## src/rtl/cct_pkg.sv

```systemverilog
package cct_pkg;
  typedef enum logic {
    REG_COUNT   = 1'b0,
    REG_COMPARE = 1'b1
  } cct_reg_e;
endpackage

```

## src/rtl/cct_tick_gen.sv

```systemverilog
module cct_tick_gen #(
  parameter int unsigned DIV = 2
) (
  input  logic clk_i,
  input  logic rst_ni,
  input  logic run_i,
  output logic tick_o
);
  generate
    if (DIV <= 1) begin : g_bypass
      assign tick_o = run_i;
    end else begin : g_div
      localparam int unsigned DW = $clog2(DIV);
      localparam logic [DW-1:0] LAST = DW'(DIV - 1);
      logic [DW-1:0] div_q;
      always_ff @(posedge clk_i or negedge rst_ni) begin
        if (!rst_ni)    div_q <= '0;
        else if (run_i) div_q <= (div_q == LAST) ? '0 : div_q + 1'b1;
      end
      assign tick_o = run_i && (div_q == LAST);
    end
  endgenerate
endmodule

```

## src/rtl/cct_counter.sv

```systemverilog
module cct_counter #(
  parameter int unsigned W = 32
) (
  input  logic         clk_i,
  input  logic         rst_ni,
  input  logic         tick_i,
  input  logic         load_i,
  input  logic [W-1:0] load_val_i,
  output logic [W-1:0] count_o
);
  logic [W-1:0] cnt_q;
  // load wins over tick
  always_ff @(posedge clk_i or negedge rst_ni) begin
    if (!rst_ni)     cnt_q <= '0;
    else if (load_i) cnt_q <= load_val_i;
    else if (tick_i) cnt_q <= cnt_q + 1'b1;
  end
  assign count_o = cnt_q;
endmodule

```

## src/rtl/cct_compare.sv

```systemverilog
module cct_compare #(
  parameter int unsigned W = 32,
  parameter logic [W-1:0] RST_VAL = '1
) (
  input  logic         clk_i,
  input  logic         rst_ni,
  input  logic         load_i,
  input  logic [W-1:0] load_val_i,
  input  logic [W-1:0] count_i,
  input  logic         run_i,
  output logic         match_o
);
  logic [W-1:0] cmp_q;
  always_ff @(posedge clk_i or negedge rst_ni) begin
    if (!rst_ni)     cmp_q <= RST_VAL;
    else if (load_i) cmp_q <= load_val_i;
  end
  assign match_o = run_i && (count_i == cmp_q);
endmodule

```

## src/rtl/cct_irq_ctrl.sv

```systemverilog
module cct_irq_ctrl #(
  parameter int unsigned LINES = 8,
  localparam int unsigned SW = $clog2(LINES)
) (
  input  logic             clk_i,
  input  logic             rst_ni,
  input  logic             match_i,
  input  logic             ack_i,
  input  logic             rev2_i,
  input  logic [SW-1:0]    line_sel_i,
  output logic [LINES-1:0] irq_o,
  output logic             status_o
);
  logic pend_q, stat_q;
  // ack (compare write) wins over a match in the same cycle
  always_ff @(posedge clk_i or negedge rst_ni) begin
    if (!rst_ni) begin
      pend_q <= 1'b0;
      stat_q <= 1'b0;
    end else if (ack_i) begin
      pend_q <= 1'b0;
      if (rev2_i) stat_q <= 1'b0;
    end else if (match_i) begin
      pend_q <= 1'b1;
      if (rev2_i) stat_q <= 1'b1;
    end
  end

  for (genvar i = 0; i < LINES; i++) begin : g_line
    assign irq_o[i] = pend_q && (line_sel_i == SW'(i));
  end
  assign status_o = stat_q;
endmodule

```

## src/rtl/cc_timer.sv

```systemverilog
module cc_timer #(
  parameter int unsigned W        = 32,
  parameter int unsigned LINES    = 8,
  parameter int unsigned TICK_DIV = 2,
  localparam int unsigned SW      = $clog2(LINES)
) (
  input  logic             clk_i,
  input  logic             rst_ni,
  input  logic             stop_i,
  input  logic             wr_en_i,
  input  logic             wr_sel_i,
  input  logic [W-1:0]     wr_data_i,
  input  logic [SW-1:0]    line_sel_i,
  input  logic             rev2_i,
  output logic [W-1:0]     count_o,
  output logic [LINES-1:0] irq_o,
  output logic             tick_status_o
);
  import cct_pkg::*;

  logic run, tick, wr_cnt, wr_cmp, match;
  logic [W-1:0] cnt;

  assign run    = !stop_i;
  assign wr_cnt = wr_en_i && (cct_reg_e'(wr_sel_i) == REG_COUNT);
  assign wr_cmp = wr_en_i && (cct_reg_e'(wr_sel_i) == REG_COMPARE);

  cct_tick_gen #(.DIV(TICK_DIV)) u_tick (
    .clk_i(clk_i), .rst_ni(rst_ni), .run_i(run), .tick_o(tick)
  );

  cct_counter #(.W(W)) u_cnt (
    .clk_i(clk_i), .rst_ni(rst_ni), .tick_i(tick),
    .load_i(wr_cnt), .load_val_i(wr_data_i), .count_o(cnt)
  );

  cct_compare #(.W(W), .RST_VAL({W{1'b1}})) u_cmp (
    .clk_i(clk_i), .rst_ni(rst_ni), .load_i(wr_cmp), .load_val_i(wr_data_i),
    .count_i(cnt), .run_i(run), .match_o(match)
  );

  cct_irq_ctrl #(.LINES(LINES)) u_irq (
    .clk_i(clk_i), .rst_ni(rst_ni), .match_i(match), .ack_i(wr_cmp),
    .rev2_i(rev2_i), .line_sel_i(line_sel_i), .irq_o(irq_o),
    .status_o(tick_status_o)
  );

  assign count_o = cnt;
endmodule

```

## config.mk

```make
export PLATFORM = sky130hd
export DESIGN_NAME = cc_timer
export DESIGN_NICKNAME = d
export VERILOG_FILES = /design/src/rtl/cct_pkg.sv /design/src/rtl/cct_tick_gen.sv /design/src/rtl/cct_counter.sv /design/src/rtl/cct_compare.sv /design/src/rtl/cct_irq_ctrl.sv /design/src/rtl/cc_timer.sv
export SDC_FILE = /design/constraint.sdc
export NUM_CORES = 1
export LEC_CHECK = 0
export BUFFER_PORTS_ARGS = -buffer_cell sky130_fd_sc_hd__buf_2
export CAP_MARGIN = 20
export CORE_MARGIN = 2
export CORE_UTILIZATION = 40
export CTS_CLUSTER_DIAMETER = 150
export DETAILED_ROUTE_END_ITERATION = 8
export SKIP_CTS_REPAIR_TIMING = 1
export SYNTH_ARGS = -nofsm -noshare
export SYNTH_HDL_FRONTEND = slang
export SYNTH_SLANG_ARGS = --single-unit
```

## constraint.sdc

```tcl
create_clock -name clk_i -period 1.69 [get_ports clk_i]
set_input_delay 0.2535 -clock clk_i [delete_from_list [all_inputs] [get_ports clk_i]]
set_output_delay 0.2535 -clock clk_i [all_outputs]
set_load 0.01 [all_outputs]
```

==> summary by stage, run 1 <==
Power
The switching portion of total power is 30.67%. The clock network power share is 29.7%. Cell internal power was estimated by the tool at 3.547 mW.

The net switching component of the power is 1.569 mW. The share of total power dissipated in sequential elements is 43.5%. The share of power burned in combinational logic is 26.8%. The worst-case IR drop observed on VDD is 0.6949 mV. Dividing total power by cell area gives a power density of 1061 mW/mm^2.

In this run the static leakage power is 2.088 nW.

Critical path
By startpoint and endpoint, the worst setup path is classified as reg2reg. The launching instance or port of the critical path is u_cnt.count_o[19]. The data arrival time of the worst path is 1.91 ns. STA classifies the critical path startpoint as a flip-flop. The type of destination of the critical path is a flip-flop. The worst flop-to-flop path startpoint is u_cnt.count_o[19]. At the worst endpoint, the required time is 1.97 ns. Of all nets on the critical path, the largest fanout is 5.

STA
The top achievable clock speed is 0.6109 GHz. The share of the clock period used by the worst path is 96.86%. The headroom to the max-slew limit is 60.41%. The final hold violation count is 0.

The actual slew at the worst max-slew pin is 0.5939 ns. Setup violations remaining at the end of the flow were counted as 0. The final setup TNS is 0 ns. The clock period minus final worst setup slack is 1.637 ns.

Setup repair after global routing could not meet its margin everywhere. The final-report max-slew violation count was 0. The largest clock skew in the final design is 0.009950 ns.

Yosys
The share of async-settable or async-resettable flops after synthesis is 100.0%. For this run, the number of Yosys warnings is 0. The mean post-synth cell area is 10.64 um^2.

The largest area contributor in the netlist is dfrtp_1. In the synthesized netlist the dominant register cell turns out to be dfrtp_1. The synthesized netlist cell count is 342. By area the synthesized netlist is led by dfrtp_1 24%, dfstp_2 23%, xor2_1 11%, mux2_2 9.9%, xnor2_1 4.6%. The portion of the post-synthesis area used by sequential elements is 47.20%. Yosys mapped a number of flops with a built-in enable equal to 0. The count of distinct cell types in the synthesized netlist is 35. The synthesized netlist net count is 384. Yosys instantiated no cell more often than xor2_1. After synthesis, the most frequently instantiated cells are 44 x xor2_1, 43 x nand2_1, 35 x dfrtp_1, 32 x dfstp_2, 32 x mux2_2. The register bit total from synthesis is 67. The area share of the largest cell type after synthesis is 24.08%.

The mapped cell area is 0.003637 mm^2.

Drt
For this block, the initial DRC count from the detailed router was 91. The via density per instance is 5.141. The number of iterations in the first detailed-routing pass is 4. Dividing the detail-routed wire length by the instance count gives 16.39 um.

The total length of routed wires is 9408 um. The DRC violation count after routing is 0. Once detail routing completed, the nets flagged for antenna violations numbered 0. The number of vias after detailed routing is 2951.

Clock tree
The longest clock path from root to sink contains 2 buffers. The H-tree generated during clock tree synthesis spans 3 levels. The clock tree from TritonCTS is done. The number of buffers created by CTS is 9. The tree is rooted in a clkbuf_8.

The total number of clock tree sinks is 67. After clock tree synthesis, the clock-pin slew on the worst setup and hold paths is 0.08 ns. The later pin in the worst-skew pair is clocked with a latency of 0.34 ns.

Global routing
The pin count of the biggest net entering global routing is 27. The busiest layer in global routing is met2. The met2 routing resource usage after global routing is 31.08%. For met3 alone, demand over resource in global routing was 4.568%. The initial antenna violation count is 0. The global-route wire length before repair is 15100 um.

The number of global-route vias before repair came to 2981. The total global-route track usage is 19.60%. The global routing met1 resource utilization is 26.77%.

Global routing finished with a remaining overflow of 0.

Min path
The worst hold path belongs to the class in2reg. The critical hold path startpoint is wr_data_i[17].

Cells and area
At the end of the flow, the number of nets in the layout was 503. The number of fill cells is 795. The repair_antennas step left the layout with diodes totalling 0. The synthesis-to-finish area growth is 32.51%. The share of final-layout standard cells stronger than drive strength 1 is 50.86%. For this run, the share of the core covered by cells in the final layout is 55.00%.

Die
The number of standard-cell rows in the floorplan is 34. The initial core utilization is 41.50%. The die outline width is 99.36 um.

The y dimension of the die is 99.36 um. The number of placed I/O pins is 82. The area enclosed by the die boundary is 0.009871 mm^2. The total area inside the core boundary comes to 0.008763 mm^2.

Run
Max-cap violations in this run came to 0.

Place
The wire-length estimate of the detail-placed layout is 7171 um. The count of input and output buffers is 81. The final weighted congestion in routability-driven placement is 0.8532.

Status
The run finished with clean final reports.
-- worst max-delay path, stage by stage (launching register included) --
cell and delay, ns:
dfrtp_1 0.45, xor2_1 0.20, nor4_2 0.33, nand4_1 0.22, nor3_2 0.21, o21a_1 0.16
-- cell families after synthesis --
logic type | synth area share (%)
xor gates and xnor gates | 15.17
adders and majority gates | 0.3439
DFF | 47.20
muxes | 10.46
buffers and inverters | 2.201
AOI/OAI and AO/OA | 4.850
and+or+nand+nor | 19.78
-- power groups by stage --
| stage | clock network (mW) | logic [mW] | registers [mW] |
|---|---|---|---|
| after floorplan | 0 | 0.599 | 2.27 |
| after global placement | 0 | 1.26 | 2.21 |
| after detailed placement | 0 | 1.27 | 2.23 |
| after CTS | 1.55 | 1.28 | 2.20 |
| after global routing | 1.62 | 1.50 | 2.27 |
| final | 1.52 | 1.37 | 2.23 |
-- per-stage QoR --
stage	setup WS [ns]	hold WS, ns	cells	instance area [um^2]	power (mW)
2_1_floorplan	0.04065	-0.04209	342	3637	2.867
3_3_place_gp	-0.1096	0.2899	549	4414	3.471
3_5_place_dp	-0.07842	0.2883	549	4414	3.502
4_1_cts	-0.09947	-0.08928	565	4641	5.030
5_1_grt	-0.06598	0.1277	574	4820	5.391
6_report	0.05305	0.1272	574	4820	5.116
-- layout by cell type (no fill, tap or decap), types with 3 or more instances in the layout --
master / synthesis / final
buf_2: 3 / 81
nand2_1: 43 / 43
xor2_1: 44 / 42
buf_4: 0 / 35
mux2_2: 32 / 32
dfstp_2: 32 / 32
dfrtp_1: 35 / 27
o21ai_0: 21 / 20
xnor2_1: 19 / 19
nor2_1: 12 / 12
nand4_1: 12 / 12
nand3_1: 12 / 11
clkbuf_8: 0 / 11
o21ai_1: 8 / 9
nor3_1: 11 / 8
dfrtp_2: 0 / 8
nor4_2: 0 / 6
nand2b_1: 4 / 4
and3_2: 2 / 4
buf_12: 0 / 4
nor4_4: 3 / 3
inv_1: 3 / 3
and3_1: 5 / 3
nor3_2: 0 / 3
clkinv_2: 0 / 3
-- layer usage --
layer	routed length [um]	part of all wire [%]	vias up
li1	-	-	1433
met1	4381	47	1427
met2	4476	48	83
met3	443	4.7	8
met4	106	1.1	0
met5	0	0	-
-- state kept, by name, indices dropped and copies added (netlist names) --
| name | count |
|---|---|
| u_cnt.count_o | 32 |
| u_irq.status_o | 1 |
| u_tick.g_div.div_q | 1 |
| u_cmp.cmp_q | 32 |
| u_irq.pend_q | 1 |
-- final cells by class --
type	instances	area [um^2]	area share, %
multi-input combinational	257	1939	40.24
timing repair buffer	123	780.7	16.20
sequential	67	1727	35.83
tap	108	135.1	2.804
clock buffer	11	151.4	3.141
clock inverter	5	75.07	1.558
inverter	3	11.26	0.2336
-- final timing paths --
check                                     to  slack (ns)  cells after the start
min in group asynchronous  u_cnt.count_o[22]        0.45                      2
hold / removal             u_cnt.count_o[17]        0.13                      3
setup / recovery                u_irq.pend_q        0.05                      5
setup reg to reg                u_irq.pend_q        0.05                      5
hold reg to reg                 u_irq.pend_q        0.52                      1
max in group asynchronous    u_cmp.cmp_q[14]        0.62                      3
(Power assumes the default switching activity.)
==> inputs of run 2 (changes only) <==
CELL_PAD_IN_SITES_DETAIL_PLACEMENT = 2   (was unset)
CELL_PAD_IN_SITES_GLOBAL_PLACEMENT = 2   (was unset)
CORE_UTILIZATION = 31   (was 40)
PLACE_DENSITY_LB_ADDON = 0.1   (was unset)
==> run 2 against run 1 <==
Compared with the run above:
- the run now ends with negative setup slack left
- worst setup slack worse by 0.15 ns
- clock-buffer cell count stayed put
- register-to-register slack got worse by 0.15 ns
- critical endpoint is now u_irq.status_o
- largest cell class unchanged
- largest power group unchanged
==> summary by stage, run 2 (synthesis gave the netlist of run 1 again) <==
Clock tree
Clock-pin slew was measured on the worst setup and hold paths at 0.06 ns. No sink is reached through more buffers than the 2 on the longest clock path. The root buffer cell is clkbuf_16. The level count of the clock H-tree is 3. TritonCTS built the clock tree.

The number of clock buffers added by TritonCTS is 9. The total number of clock tree sinks is 67. The latest clock arrival within the worst-skew pair is 0.34 ns.

Global routing
The number of global-route vias before repair is 3367. Global routing consumed, over all layers together, 19.35% of the routing resources. The pin count of the biggest net entering global routing is 68. The initial antenna violation count is 0. The global-route wire length before repair is 18710 um.

For this run the aggregate overflow at the end of global routing stands at 0.

Critical path
The maximum fanout encountered on the critical timing path is 2. The worst setup path is captured at a flip-flop. STA puts the critical path data arrival time at 2.07 ns. The setup path with the least slack is of type reg2reg. The required time of the worst setup path is 1.97 ns. STA classifies the critical path startpoint as a flip-flop.

STA
The final hold violation count is 0. The post-route worst setup slack is -0.1017 ns. The final-report max-slew violation count is 0.

The clock arrives with 0.01243 ns of skew. Setup repair after global routing could not meet its margin everywhere. The number of setup violations in the final report is 2.

The actual slew at the worst max-slew pin is 0.3931 ns. The top achievable clock speed is 0.5581 GHz. The worst path uses 106.0% of the clock period. The headroom to the max-slew limit is 73.80%.

The clock period minus final worst setup slack is 1.792 ns. Hold timing on the final database bottoms out at a slack of 0.1406 ns.

Cells and area
The share of final-layout standard cells stronger than drive strength 1 is 53.46%. The leading cell type in the layout, fill and taps excluded is buf_2. The net count of the finished layout is 514. The total inserted antenna cells is 0.

The final standard cell utilization of the core is 43.97%. In the layout the commonest cells are 81 x buf_2, 47 x buf_4, 44 x xor2_1. With fillers left out, the area of the finished cells amounts to 0.005021 mm^2. The layout has 1209 filler cells. The synthesis-to-finish area growth is 38.05%.

Die
The area enclosed by the die boundary is 0.01262 mm^2. The core box area is 0.01142 mm^2. In this run the horizontal extent of the chip is 112.3 um.

In this run the vertical extent of the chip is 112.3 um. In this run the count of I/O pins placed on the die edge is 82. After floorplanning, the core was divided into 39 placement rows. The initial utilization of the core area, before any placement, comes to 31.85%.

Run
The max-cap violation count is 0.

Drt
The detailed router finished its first iteration with 94 violations. In this run the remaining antenna-violating nets after routing total 0. The via density per instance is 4.968. Before antenna repair, the detailed router went through 4 iterations. The DRC violation count after routing is 0. After detailed routing, the average wire length per cell comes to 19.47 um. After detailed routing, the total wire length is 12070 um. The final route contains 3080 vias.

Power
In this run the static leakage power is 2.169 nW. For this design the ratio of total power to cell area is 1123 mW/mm^2. The largest voltage drop on the vdd net is 0.5964 mV. Total power for the finished layout comes to 5.636 mW.

Status
The flow ran to the end, but the final reports show violations. The checks that failed: negative setup slack.

Place
Routability-driven placement finished with a final weighted congestion of 0.7502. In this run the cell area measured after placement is 0.004521 mm^2. The placed wire-length estimate is 8710 um. Port buffering added 81 buffers.

Min path
The class of the tightest hold or removal check is in2reg.
## run 2: changes by cell type in the layout (fill, tap and decap cells not counted), moves of 3 or more
cell       change
clkbuf_8      -10
dfrtp_1        -3
dfrtp_2        +3
buf_4         +12
clkbuf_16      +9
## run 2: critical path, cell delays in order (launching register included)
cell and delay (ns):
dfstp_2 0.55, xor2_1 0.10, nor4_1 0.38, nand4_1 0.27, nor3_2 0.30, o21a_1 0.14
## run 2: path summary, 6_finish.rpt
check / start / end / slack [ns] / depth (start not counted)
worst max-delay path: u_cmp.cmp_q[29] / u_irq.status_o / -0.10 / 5
worst min-delay path: wr_data_i[10] / u_cnt.count_o[10] / 0.14 / 3
worst max register to register: u_cmp.cmp_q[29] / u_irq.status_o / -0.10 / 5
worst min register to register: u_tick.g_div.div_q / u_tick.g_div.div_q / 0.52 / 1
max in group asynchronous: rst_ni / u_cmp.cmp_q[10] / 0.86 / 3
min in group asynchronous: rst_ni / u_cnt.count_o[18] / 0.49 / 3
## run 2: layer usage
layer	share of wire (%)	track usage (%)	up-vias	wire length, um
met5	0	0	-	0
met4	1.0	5.854	0	123
met3	3.1	3.294	7	372
met2	51	33.53	62	6198
met1	45	24.79	1557	5377
li1	-	-	1454	-
## run 2: power breakdown
group / leakage, nW / switching (mW) / internal (mW)
Combinational: 1.27 / 0.731 / 0.737
Clock: 0.145 / 0.752 / 1.18
Sequential: 0.752 / 0.286 / 1.95
Total: 2.17 / 1.77 / 3.87
## run 2: cell type report
type / instances / area (um^2) / area share (%)
clock buffer: 11 / 242.7 / 4.834
clock inverter: 5 / 52.55 / 1.047
inverter: 3 / 11.26 / 0.2243
multi-input combinational: 257 / 1954 / 38.92
sequential: 67 / 1730 / 34.46
tap: 143 / 178.9 / 3.563
timing repair buffer: 134 / 850.8 / 16.94
## run 2: through the flow
| step | setup TNS, ns | setup slack, ns | instances |
|---|---|---|---|
| floorplan | 0 | 0.04065 | 342 |
| global placement | -0.2755 | -0.1381 | 594 |
| detailed placement | -0.5144 | -0.1776 | 594 |
| CTS | -0.8458 | -0.2454 | 610 |
| global route | -0.5929 | -0.1496 | 620 |
| finish | -0.1921 | -0.1017 | 620 |
==> inputs of run 3 (changes only) <==
SETUP_SLACK_MARGIN = 0.05   (was unset)
==> run 3 against run 2 <==
Compared with the run above:
- the flow now finishes without violations
- clock power shrank 12%
- register-to-register slack improved by 0.13 ns
- non-clock buffer count fell by 9
- worst hold slack improved by 0.0037 ns
- routed wire length down 3.0%
- sequential power barely moved
- combinational power is 5% lower
- clock skew down 0.0056 ns
- clock-buffer cell count increased by 2
- first-iteration DRC count fell by 3.2%
- global-route usage fell by 0.49 points
- total power is 5.4% lower
- largest cell class unchanged
==> summary by stage, run 3 (synthesis gave the netlist of run 1 again) <==
Drt
The total length of routed wires is 11710 um. The detailed-route wire length per cell is 19.17 um. The number of violations reported at the end of detailed-routing iteration 0 is 91. The final route contains 3040 vias. The via density per instance is 4.975.

The number of iterations in the first detailed-routing pass is 5. The detail route stage leaves a number of antenna-violating nets equal to 0. For this run, design rule violations remaining after detail routing come to 0.

Critical path
The worst setup path is captured at a flip-flop. At the worst endpoint, the arrival time is 1.88 ns. The required time of the worst setup path is 1.91 ns. For the worst flop-to-flop path, the logic depth is 7. STA classifies the critical path startpoint as a flip-flop. The end of the worst register-to-register path is u_cnt.count_o[20]. The classification of the worst setup path is reg2reg. In this run the worst setup path begins at u_cnt.count_o[9].

The maximum fanout encountered on the critical timing path is 5. In this run the worst setup path terminates at u_cnt.count_o[20]. For flop-to-flop paths, the worst setup slack is 0.03 ns.

The startpoint identified for the worst register-to-register timing path is u_cnt.count_o[9].

Die
The total area inside the core boundary comes to 0.01142 mm^2. Once the floorplan was initialized, standard cells occupied 31.85% of the core. Measured along the y axis, the die boundary spans 112.3 um. Pin placement for this block handled 82 I/O pins.

The area enclosed by the die boundary is 0.01262 mm^2. The number of standard-cell rows in the floorplan is 39. The die outline width is 112.3 um.

Cells and area
Relative to the synthesized area, the layout overhead comes to 36.19%. For this run, the share of the core covered by cells in the final layout is 43.38%. In the layout the commonest cells are 81 x buf_2, 42 x nand2_1, 42 x xor2_1.

The number of antenna diodes in the final layout is 0. At the end of the flow, the number of nets in the layout was 505. The post-route netlist has 52.56% of its cells at a drive strength greater than 1. The final instance count without filler cells is 611. Leaving out fill and tap cells, the most frequent cell in the layout is buf_2.

Global routing
The first global-routing pass estimated 18460 um of wire. Entering global routing, the biggest net connects 68 pins. Global routing consumed, over all layers together, 18.85% of the routing resources. The total grt overflow is 0. The initial antenna violation count is 0. The number of global-route vias before repair is 3393.

Clock tree
TritonCTS built the clock tree. CTS placed an instance of clkbuf_16 at the clock tree root. The number of buffers on the longest clock path is 2. The level count of the clock H-tree is 3. The tree built by TritonCTS fans out to 67 sinks. The number of buffers created by CTS is 9.

At the later pin of the worst-skew pair, clock insertion delay measures 0.33 ns. The clock edge transition at the registers on the reported setup and hold paths is 0.05 ns.

STA
The final hold violation count is 0. The largest clock skew in the final design is 0.006826 ns. The worst pin sits at a relative slew slack of 74.09%.

The post-route worst setup slack is 0.02611 ns. The actual slew at the worst max-slew pin is 0.3887 ns. The top achievable clock speed is 0.6010 GHz. The share of the clock period used by the worst path is 98.45%. Setup total negative slack on the finished layout was measured at 0 ns. The final-report max-slew violation count came to 0.

Setup repair after global routing could not meet its margin everywhere. The worst hold margin is 0.1443 ns. The clock period minus final worst setup slack is 1.664 ns. The number of setup violations in the final report is 0.

Power
The worst-case IR drop observed on VDD is 0.4572 mV. The leakage power summed over all cells is 2.132 nW. For this design the ratio of total power to cell area is 1077 mW/mm^2.

Place
The final weighted congestion in routability-driven placement is 0.7525. The count of input and output buffers is 81. After legalization and detailed placement, the total HPWL measured 8351 um. The number of placed instances, taps included is 588. The post-placement worst setup slack is -0.1476 ns.

Status
The flow ran to the end, and the final reports show no timing, DRC or antenna violations.

Run
The tool flagged a number of max-cap violations equal to 0.

Min path
The class of the tightest hold or removal check is in2reg.
## run 3: critical path, stage by stage (launching register included)
cell and delay, ns:
dfrtp_1 0.43, nand4_1 0.19, nor4_4 0.30, buf_6 0.15, buf_12 0.11, nand4_1 0.11, xor2_1 0.17, o21ai_1 0.07
## run 3: worst min-delay path by stage
stage | start | endpoint | slack [ns] | cells past startpoint
after floorplan | rst_ni | u_cnt.count_o[0] | -0.04 | 0
after global placement | rst_ni | u_cnt.count_o[20] | 0.31 | 2
after detailed placement | rst_ni | u_cnt.count_o[18] | 0.31 | 2
after CTS | rst_ni | u_cnt.count_o[18] | -0.04 | 2
after global routing | wr_data_i[1] | u_cnt.count_o[1] | 0.15 | 3
final | wr_data_i[6] | u_cnt.count_o[6] | 0.14 | 3
## run 3: where the power goes
part           total [mW]  internal [mW]  switching (mW)
sequential           2.25           1.96           0.290
combinational        1.39          0.693           0.699
clock                1.70           1.03           0.670
total                5.33           3.67            1.66
## run 3: layer usage
metal / vias up / routed length, um / track usage [%]
met4: 0 / 183 / 5.935
met5: - / 0 / 0
met1: 1535 / 5352 / 25.18
met3: 14 / 411 / 3.672
li1: 1432 / - / -
met2: 59 / 5766 / 31.04
## run 3: final cells by class
cell class                 instances  area (um^2)
sequential                        67         1733
inverter                           3        11.26
multi-input combinational        257         1978
clock inverter                     3        15.01
tap                              143        178.9
fill                            1229         6465
clock buffer                      13        250.2
timing repair buffer             125        787.0
## run 3: metrics by stage
step,power (mW),area [um^2]
after detailed placement,3.524,4472
after CTS,5.279,4737
after global placement,3.475,4472
final,5.333,4954
after global routing,5.653,4954
after floorplan,2.872,3646
